## config.mk

```make
export PLATFORM = sky130hd
export DESIGN_NAME = lock_status_detector
export DESIGN_NICKNAME = d
export VERILOG_FILES = /design/src/rtl/lsd_pkg.sv /design/src/rtl/lsd_rst_sync.sv /design/src/rtl/lsd_low_run.sv /design/src/rtl/lsd_frame_mon.sv /design/src/rtl/lock_status_detector.sv
export SDC_FILE = /design/constraint.sdc
export NUM_CORES = 1
export LEC_CHECK = 0
export ABC_AREA = 1
export BUFFER_PORTS_ARGS = -buffer_cell sky130_fd_sc_hd__buf_2
export CORE_MARGIN = 3
export CORE_UTILIZATION = 55
export CTS_CLUSTER_DIAMETER = 150
export DETAILED_ROUTE_END_ITERATION = 6
export GPL_TIMING_DRIVEN = 0
export PLACE_DENSITY_LB_ADDON = 0.3
export SYNTH_ARGS = -nofsm -noshare
export SYNTH_HDL_FRONTEND = slang
export SYNTH_SLANG_ARGS = --single-unit
```

## constraint.sdc

```tcl
create_clock -name clk_smp -period 1.05 [get_ports clk_smp]
set_input_delay 0.105 -clock clk_smp [delete_from_list [all_inputs] [get_ports clk_smp]]
set_output_delay 0.105 -clock clk_smp [all_outputs]
set_load 0.02 [all_outputs]
```

## src/rtl/lsd_pkg.sv

```systemverilog
`timescale 1ns/1ps
package lsd_pkg;
  typedef enum logic {
    ST_LOCKED   = 1'b0,
    ST_UNLOCKED = 1'b1
  } lsd_state_e;
endpackage

```

## src/rtl/lsd_rst_sync.sv

```systemverilog
`timescale 1ns/1ps
module lsd_rst_sync #(
  parameter int STAGES = 2
) (
  input  logic clk,
  input  logic arst_n,
  output logic srst_n
);
  logic [STAGES-1:0] chain_q;
  logic [STAGES-1:0] chain_d;

  generate
    if (STAGES == 1) begin : g_single
      assign chain_d = 1'b1;
    end else begin : g_multi
      assign chain_d = {chain_q[STAGES-2:0], 1'b1};
    end
  endgenerate

  always_ff @(posedge clk or negedge arst_n) begin
    if (!arst_n) chain_q <= '0;
    else         chain_q <= chain_d;
  end

  assign srst_n = chain_q[STAGES-1];
endmodule

```

## src/rtl/lsd_low_run.sv

```systemverilog
`timescale 1ns/1ps
module lsd_low_run #(
  parameter int LOCK_RUN = 32
) (
  input  logic clk,
  input  logic srst_n,
  input  logic smp_i,
  output logic lock_hit_o
);
  localparam int CW = $clog2(LOCK_RUN + 1);
  localparam logic [CW-1:0] RUN_MAX  = CW'(LOCK_RUN);
  localparam logic [CW-1:0] RUN_TRIG = CW'(LOCK_RUN - 1);

  logic [CW-1:0] run_q;
  logic [CW-1:0] run_d;

  // next state: a high sample restarts the run, a low one extends it up to saturation
  always_comb begin
    run_d = run_q;
    if (smp_i)                run_d = '0;
    else if (run_q != RUN_MAX) run_d = run_q + CW'(1);
  end

  always_ff @(posedge clk or negedge srst_n) begin
    if (!srst_n) run_q <= '0;
    else         run_q <= run_d;
  end

  assign lock_hit_o = !smp_i && (run_q >= RUN_TRIG);

  // a high sample leaves the run counter empty on the next cycle
  a_r2_high_clears_run: assert property (@(posedge clk) disable iff (!srst_n)
    smp_i |=> (run_q == '0));

  a_r1_run_bounded: assert property (@(posedge clk) disable iff (!srst_n)
    run_q <= RUN_MAX);
endmodule

```

## src/rtl/lsd_frame_mon.sv

```systemverilog
`timescale 1ns/1ps
module lsd_frame_mon #(
  parameter int FRAME_LEN  = 256,
  parameter int HIGH_LIMIT = 5,
  parameter int BAD_FRAMES = 5
) (
  input  logic clk,
  input  logic srst_n,
  input  logic smp_i,
  output logic frame_end_o,
  output logic unlock_hit_o
);
  localparam int PW = $clog2(FRAME_LEN);
  localparam int HW = $clog2(HIGH_LIMIT + 2);
  localparam int BW = $clog2(BAD_FRAMES + 1);
  localparam logic [PW-1:0] POS_LAST = PW'(FRAME_LEN - 1);
  localparam logic [HW-1:0] HI_LIM   = HW'(HIGH_LIMIT);
  localparam logic [HW-1:0] HI_SAT   = HW'(HIGH_LIMIT + 1);
  localparam logic [BW-1:0] BAD_SAT  = BW'(BAD_FRAMES);
  localparam logic [BW-1:0] BAD_TRIG = BW'(BAD_FRAMES - 1);

  logic [PW-1:0] pos_q, pos_d;
  logic [HW-1:0] hi_q, hi_d, hi_sum;
  logic [BW-1:0] bad_q, bad_d;
  logic          frame_bad;

  assign frame_end_o = (pos_q == POS_LAST);

  // count high samples of the current frame, saturating one above the limit
  always_comb begin
    if (hi_q == HI_SAT) hi_sum = hi_q;
    else                hi_sum = hi_q + {{(HW-1){1'b0}}, smp_i};
    frame_bad = (hi_sum > HI_LIM);
  end

  always_comb begin
    pos_d = frame_end_o ? '0 : pos_q + PW'(1);
    hi_d  = frame_end_o ? '0 : hi_sum;
    bad_d = bad_q;
    if (frame_end_o) begin
      if (!frame_bad)            bad_d = '0;
      else if (bad_q != BAD_SAT) bad_d = bad_q + BW'(1);
    end
  end

  always_ff @(posedge clk or negedge srst_n) begin
    if (!srst_n) begin
      pos_q <= '0;
      hi_q  <= '0;
      bad_q <= '0;
    end else begin
      pos_q <= pos_d;
      hi_q  <= hi_d;
      bad_q <= bad_d;
    end
  end

  assign unlock_hit_o = frame_end_o && frame_bad && (bad_q >= BAD_TRIG);

  // frame position wraps to zero after the last sample
  a_r3_frame_wrap: assert property (@(posedge clk) disable iff (!srst_n)
    frame_end_o |=> (pos_q == '0));

  a_r3_high_count_bounded: assert property (@(posedge clk) disable iff (!srst_n)
    hi_q <= HI_SAT);

  // the bad-frame counter never moves except on a frame boundary
  a_r4_bad_run_stable: assert property (@(posedge clk) disable iff (!srst_n)
    !frame_end_o |=> $stable(bad_q));
endmodule

```

## src/rtl/lock_status_detector.sv

```systemverilog
`timescale 1ns/1ps
module lock_status_detector #(
  parameter int LOCK_RUN    = 32,
  parameter int FRAME_LEN   = 256,
  parameter int HIGH_LIMIT  = 5,
  parameter int BAD_FRAMES  = 5,
  parameter int SYNC_STAGES = 2
) (
  input  logic clk_smp,
  input  logic rst_n,
  input  logic rclk_smp_i,
  output logic unlock_o,
  output logic recal_o
);
  import lsd_pkg::*;

  logic       srst_n;
  logic       lock_hit;
  logic       unlock_hit;
  logic       frame_end;
  lsd_state_e state_q, state_d;
  logic       recal_q, recal_d;

  lsd_rst_sync #(.STAGES(SYNC_STAGES)) u_rst_sync (
    .clk    (clk_smp),
    .arst_n (rst_n),
    .srst_n (srst_n)
  );

  lsd_low_run #(.LOCK_RUN(LOCK_RUN)) u_low_run (
    .clk        (clk_smp),
    .srst_n     (srst_n),
    .smp_i      (rclk_smp_i),
    .lock_hit_o (lock_hit)
  );

  lsd_frame_mon #(
    .FRAME_LEN  (FRAME_LEN),
    .HIGH_LIMIT (HIGH_LIMIT),
    .BAD_FRAMES (BAD_FRAMES)
  ) u_frame_mon (
    .clk          (clk_smp),
    .srst_n       (srst_n),
    .smp_i        (rclk_smp_i),
    .frame_end_o  (frame_end),
    .unlock_hit_o (unlock_hit)
  );

  // next state: unlock wins a tie, otherwise hold
  always_comb begin
    state_d = state_q;
    if (unlock_hit)    state_d = ST_UNLOCKED;
    else if (lock_hit) state_d = ST_LOCKED;
    recal_d = (state_d == ST_UNLOCKED) && (state_q == ST_LOCKED);
  end

  always_ff @(posedge clk_smp or negedge srst_n) begin
    if (!srst_n) begin
      state_q <= ST_UNLOCKED;
      recal_q <= 1'b0;
    end else begin
      state_q <= state_d;
      recal_q <= recal_d;
    end
  end

  assign unlock_o = (state_q == ST_UNLOCKED);
  assign recal_o  = recal_q;

  // lock is only taken on a low sample
  a_r1_lock_on_low: assert property (@(posedge clk_smp) disable iff (!srst_n)
    $fell(unlock_o) |-> $past(!rclk_smp_i));

  // unlock only rises on a frame boundary
  a_r4_unlock_at_frame_end: assert property (@(posedge clk_smp) disable iff (!srst_n)
    $rose(unlock_o) |-> $past(frame_end));

  // a recalibration request lasts one cycle and comes with unlock
  a_r7_recal_single: assert property (@(posedge clk_smp) disable iff (!srst_n)
    recal_o |=> !recal_o);

  a_r7_recal_with_unlock: assert property (@(posedge clk_smp) disable iff (!srst_n)
    recal_o |-> unlock_o);
endmodule

```

* Word-level counts from Yosys, hierarchy flattened
Index checks and enable logic that the tools add are counted.
W data, S select, Z words.
** Storage, ports and cells
- Flip-flop bits (word level) :: 24
- Bits of input ports :: 3
- Output and inout port bits :: 2
- Memory bits (writable) :: 0
- Memories :: 0
- Bits in latches :: 0
- Bits in read-only memories :: 0
** Cells by class
- Multiplexer cells :: 9
- Shifts and indexed selects :: 0
- Multiply operators :: 0
- Divide/modulo/power cells :: 0
- Reductions and logical operators :: 7
- Order comparisons :: 3
- Bitwise logic cells :: 1
- Eq/ne operators :: 5
- $add $sub $neg :: 4
** Operators with widths (count)
- $mux W3 :: 4
- $mux W6 :: 2
- $add A8 B1 Y8 const B :: 1
- $eq A8 B8 Y1 const B :: 1
- $mux W8 :: 1
- $add A6 B1 Y6 const B :: 1
- $ge A6 B5 Y1 const B :: 1
- $ne A6 B6 Y1 const B :: 1
- $logic_and A1 B1 Y1 :: 4
- $add A3 B1 Y3 :: 1
- $add A3 B1 Y3 const B :: 1
- $eq A3 B3 Y1 const B :: 1
- $ge A3 B3 Y1 const B :: 1
- $gt A3 B3 Y1 const B :: 1
- $ne A3 B3 Y1 const B :: 1
- $mux W1 :: 2
- $ne A2 B2 Y1 const B :: 1
- $reduce_and A2 Y1 :: 1
- $reduce_bool A2 Y1 :: 1
- $logic_not A1 Y1 :: 1
- $not A1 Y1 :: 1

* Logic depth before layout (Yosys ltp)
- Depth in word-level cells :: 7
- Mapped depth :: 10
- Gate-level depth less buffers :: 10

* By module
Synthesis repeated with hierarchy kept, for this count alone.
** Unflattened totals
- Cell total of the unflattened synthesis :: 136
- Area, all modules :: 1186.1 sq um
** By module, submodules not included
- lsd_frame_mon :: area an instance 719.4 sq um, sequential area each 350.3 sq um, instances 1, cells each 82
- lsd_low_run :: area an instance 341.6 sq um, sequential area each 150.1 sq um, instances 1, cells each 44
- lock_status_detector :: area an instance 71.3 sq um, sequential area each 51.3 sq um, instances 1, cells each 7
- lsd_rst_sync :: area an instance 53.8 sq um, sequential area each 50.0 sq um, instances 1, cells each 3

* Worst setup path before layout
Ideal clock, no wire load.
- Kind :: register -> register
- From :: register u_frame_mon.hi_q[0]
- To :: register recal_q (netlist: recal_o)
- Stages on the path, launching flop included :: 7
- Arrival :: 1.268 ns
- Path buffers :: 0
- Path slack :: -0.291 ns
- Data required time :: 0.978 ns
- Cell sequence :: dfrtp_1 > ha_1 > ha_1 > inv_1 > o21bai_1 > nand3_2 > nor2_1
** On the way
- Word-level cells in the longest chain between the ends :: 7
- Elaborated cells between the ends (all ways) :: 8
- Classes of those cells :: 1 x add/sub; 1 x order compare; 1 x eq/ne; 2 x mux; 3 x reduce/logical
** RTL lines
- from (decl) :: RTL line lsd_frame_mon.sv:23 : logic [HW-1:0] hi_q, hi_d, hi_sum;
- from (signal assigned) :: RTL line lsd_frame_mon.sv:53 : hi_q <= hi_d;
- $add A3 B1 Y3 / $eq A3 B3 Y1 (equally long branches) :: RTL line lsd_frame_mon.sv:32, lsd_frame_mon.sv:31
- $mux W3 (*) :: RTL line lsd_frame_mon.sv:31 : if (hi_q == HI_SAT) hi_sum = hi_q;
- $gt A3 B3 Y1 (*) :: RTL line lsd_frame_mon.sv:33 : frame_bad = (hi_sum > HI_LIM);
- $logic_and A1 B1 Y1 (*) (2 in a row) :: RTL line lsd_frame_mon.sv:58 : assign unlock_hit_o = frame_end_o && frame_bad && (bad_q >= BAD_TRIG);
- $mux W1 (*) :: RTL line lock_status_detector.sv:52 : if (unlock_hit) state_d = ST_UNLOCKED;
- $logic_and A1 B1 Y1 (*) :: RTL line lock_status_detector.sv:54 : recal_d = (state_d == ST_UNLOCKED) && (state_q == ST_LOCKED);
- net recal_d :: RTL line lock_status_detector.sv:22 : logic recal_q, recal_d;
- to (signal assigned) :: RTL line lock_status_detector.sv:63 : recal_q <= recal_d;
- to (decl) :: RTL line lock_status_detector.sv:22
Mark *: on every way through the listed nets, which the timed path passes. The rest lies on a longest branch.
A chain may end at the register's enable or synchronous reset.

* Worst setup path in the final report
- From :: register u_frame_mon.hi_q[0]
- To :: register u_frame_mon.bad_q[2]
** On the way
- Word-level cells in the longest chain between the ends :: 5
- Elaborated cells between the ends (all ways) :: 7
- Classes of those cells :: 1 x add/sub; 1 x order compare; 2 x eq/ne; 2 x mux; 1 x reduce/logical
** RTL lines
- $add A3 B1 Y3 / $eq A3 B3 Y1 (equally long branches) :: RTL line lsd_frame_mon.sv:32, lsd_frame_mon.sv:31
- $mux W3 (*) :: RTL line lsd_frame_mon.sv:31
- $gt A3 B3 Y1 (*) :: RTL line lsd_frame_mon.sv:33
- $ne A2 B2 Y1 (no source line)
- $reduce_and A2 Y1 (no source line)
- to (signal assigned) :: RTL line lsd_frame_mon.sv:50 : bad_q <= '0;
- to (signal assigned) :: RTL line lsd_frame_mon.sv:54 : bad_q <= bad_d;
- to (decl) :: RTL line lsd_frame_mon.sv:24 : logic [BW-1:0] bad_q, bad_d;
Every way passes the cells marked *; elsewhere a longest branch is shown, timed or not.

==> impl_metrics.yaml <==
status:
  status: "complete, but fails checks"
  violations: "negative setup slack"
power:
  pwr-share-clk: 0.392
  p_sw_uw: 373
  p_total_mw: 1.75
  irDropWorstVdd_mv: 1.04
  leakage_nw: 0.789
  p_seq_frac: 0.556
  p_comb_frac: 0.052
  sw_frac_of_total: 0.213
  p_int_mw: 1.38
  power_density_nw_per_um2: 1150
synth:
  synth.distinct_cells: 21
  syn_inst: 131
  synth_fp_nets: 141
  synth.top_cell.area_share: 0.496
  ys_warn_count: 0
  synthXorXnorAreaFrac: 0.0453
  synth_seq_area_share: 0.518
  yosys.area_share.simple: 0.247
  synth-edff-count: 0
  synthTopCellsByArea: "dfrtp_1 (50%), nand2_1 (8.1%), ha_1 (7.5%)"
  yosys.area.top_type: "dfrtp_1"
  ys.flop_type: "dfrtp_1"
  synthMuxAreaShare: 0
  synth_top_family_by_area: "simple AND/OR/NAND/NOR gates"
  synth_seq_cells: 24
  yosys.area_share.adder: 0.0754
  synth_area_um2: 1160
  avgSynthCellArea_um2: 8.86
  synthArstFlopShare: 1.00
  synth_compound_area_frac: 0.0366
clocking:
  cts_root_buf: "clkbuf_4"
  cts.path.max_buffers: 2
  cts_buffers: 3
  clk_latency_ns: 0.33
  clk_pin_slew_ns: 0.14
  cts_htree_levels: 1
  cts_tree: "yes"
  cts_sinks: 24
worst_setup_path:
  start_kind: "flip-flop"
  rrSetupSlack_ns: -0.34
  crit_fanout: 3
  criticalPathCategory: "reg2reg"
  cp-end-kind: "flip-flop"
  arrival_ns: 1.61
  crit_required_ns: 1.27
detailed_routing:
  ant_nets: 0
  num_vias: 951
  dr.pass1.iters: 4
  wl_per_cell_um: 13.7
  finalWirelength_um: 2490
  drt-initial-drc-count: 9
  route.detailed.drc: 0
  routed_via_density: 5.25
timing:
  skew_ns: 0.0117
  hold_violations: 0
  whs_ns: 0.0591
  report.final.slew_viol_count: 0
  fin_tns_setup_ns: -4.50
  finalSetupViolCount: 21
  worst_slack_ns: -0.341
  finalCritPeriodShare: 1.32
  rsz0062_at_grt: "yes"
  max_freq_ghz: 0.719
  fin_crit_ns: 1.39
finish:
  drive_gt1_frac: 0.365
  area_delta_synth_final_pct: 31.1
  post-route-util: 0.820
  nets: 167
  diodes: 0
  fin_area_um2: 1520
run:
  cap_violations: 0
global_routing:
  first_global_vias: 888
  grt_max_degree: 23
  antenna_found_initial: 0
  grt_remaining_overflow: 0
  track_usage: 0.199
  grt_pass1_wl_um: 3860
placement:
  place_congestion: 0.719
  placed_cell_area_um2: 1240
  hpwl_um: 1400
  io_buffers: 4
floorplan:
  floorplan.initialDensity: 0.625
  ioPinCount: 5
  die_h_um: 51.9
  dieArea_um2: 2700
  fp.coreArea_um2: 1860
  dieWidth_um: 51.9
  rows: 15
hold_path:
  min_path_type: "in2async"
==> per-layer routing <==
metal  track usage  routed length [um]
met2         0.343                1320
met5             0                   0
met4         0.118                  66
met3        0.0258                  39
met1         0.233                1060
==> stage by stage <==
stage | worst slack (ns) | cells
3_5_place_dp | -0.348 | 160
6_report | -0.341 | 181
2_1_floorplan | -0.233 | 131
3_3_place_gp | -0.296 | 160
5_1_grt | -0.428 | 181
4_1_cts | -0.298 | 175
==> cells in the mapped netlist (all sizes together), types with 2 or more instances <==
master / n
dfrtp: 23
nand3: 11
inv: 23
xor2: 4
o21ai: 5
ha: 7
nor2: 17
xnor2: 2
nand4: 6
nand2: 27
a21oi: 2
==> timing repair <==
action / 4_1_cts / 5_1_grt
pin swaps: 11 / 11
endpoints found under the setup margin: 19 / 41
endpoints found under the hold margin: 3 / 0
resized for setup: 19 / 11
hold buffers: 2 / 0
setup buffers: 9 / 6
==> path summary, 6_finish.rpt <==
kind,startpoint,to,depth (start not counted)
worst min register to register,u_rst_sync.chain_q[1],u_low_run.run_q[0],0
max in group asynchronous,u_rst_sync.chain_q[1],u_low_run.run_q[2],0
worst max-delay path,u_frame_mon.hi_q[0],u_frame_mon.bad_q[2],10
worst min-delay path,rst_n,u_rst_sync.chain_q[1],2
worst max register to register,u_frame_mon.hi_q[0],u_frame_mon.bad_q[2],10
min in group clk_smp,rclk_smp_i,u_low_run.run_q[3],4
==> area by class of cell <==
cell class | instances | area [um2]
flip-flops and latches | 24 | 606
multi-input cells | 84 | 584
fillers | 122 | 335
repair buffers | 21 | 163
inverters | 23 | 86.3
well taps | 25 | 31.3
clock inverters | 1 | 30.0
clock buffers | 3 | 22.5
==> power groups by stage <==
stage | Clock (mW) | Combinational [mW] | Sequential (mW)
floorplan | 0 | 0.0284 | 0.976
global placement | 0 | 0.0382 | 0.982
detailed placement | 0 | 0.0422 | 0.983
CTS | 0.683 | 0.0715 | 0.966
global route | 0.738 | 0.0987 | 0.977
finish | 0.686 | 0.0901 | 0.972
==> flip-flops by register name, summed over array words and instances (netlist names) <==
name / count
u_rst_sync.chain_q: 2
u_frame_mon.hi_q: 3
u_frame_mon.bad_q: 3
u_frame_mon.pos_q: 8
u_low_run.run_q: 6
recal_o: 1
unlock_o: 1
==> kinds of logic after synthesis <==
logic type,count (synthesis)
flip-flops,24
adder cells (fa/ha/maj),7
XOR/XNOR,6
AND/OR/NAND/NOR,62
other,1
buffers and inverters,23
AO/OA/AOI/OAI,8
==> placed cells by master, fill, tap and decap left out, types with 3 or more instances in the layout <==
cell type  Yosys  final
dfrtp_1       23     20
nand2_1       25     19
inv_1         22     16
nor2_1        16     14
buf_4          0     14
inv_2          1      7
nand3_1       10      7
nand2_2        2      5
nand4_1        5      5
nand3_2        1      4
xor2_1         4      4
nand2_4        0      3
o21ai_1        1      3
ha_4           0      3
clkbuf_4       0      3
buf_2          0      3
dfrtp_2        0      3
==> worst max-delay path, stage by stage, from the launching register on <==
cell	delay, ns
dfrtp_1	0.42
ha_2	0.19
ha_4	0.16
inv_2	0.04
nand2_2	0.06
nand2_4	0.09
nand2_4	0.05
nand3_2	0.06
nand2_2	0.07
nand2_1	0.09
nand2_1	0.07
Power figures use the tool's default switching activity.
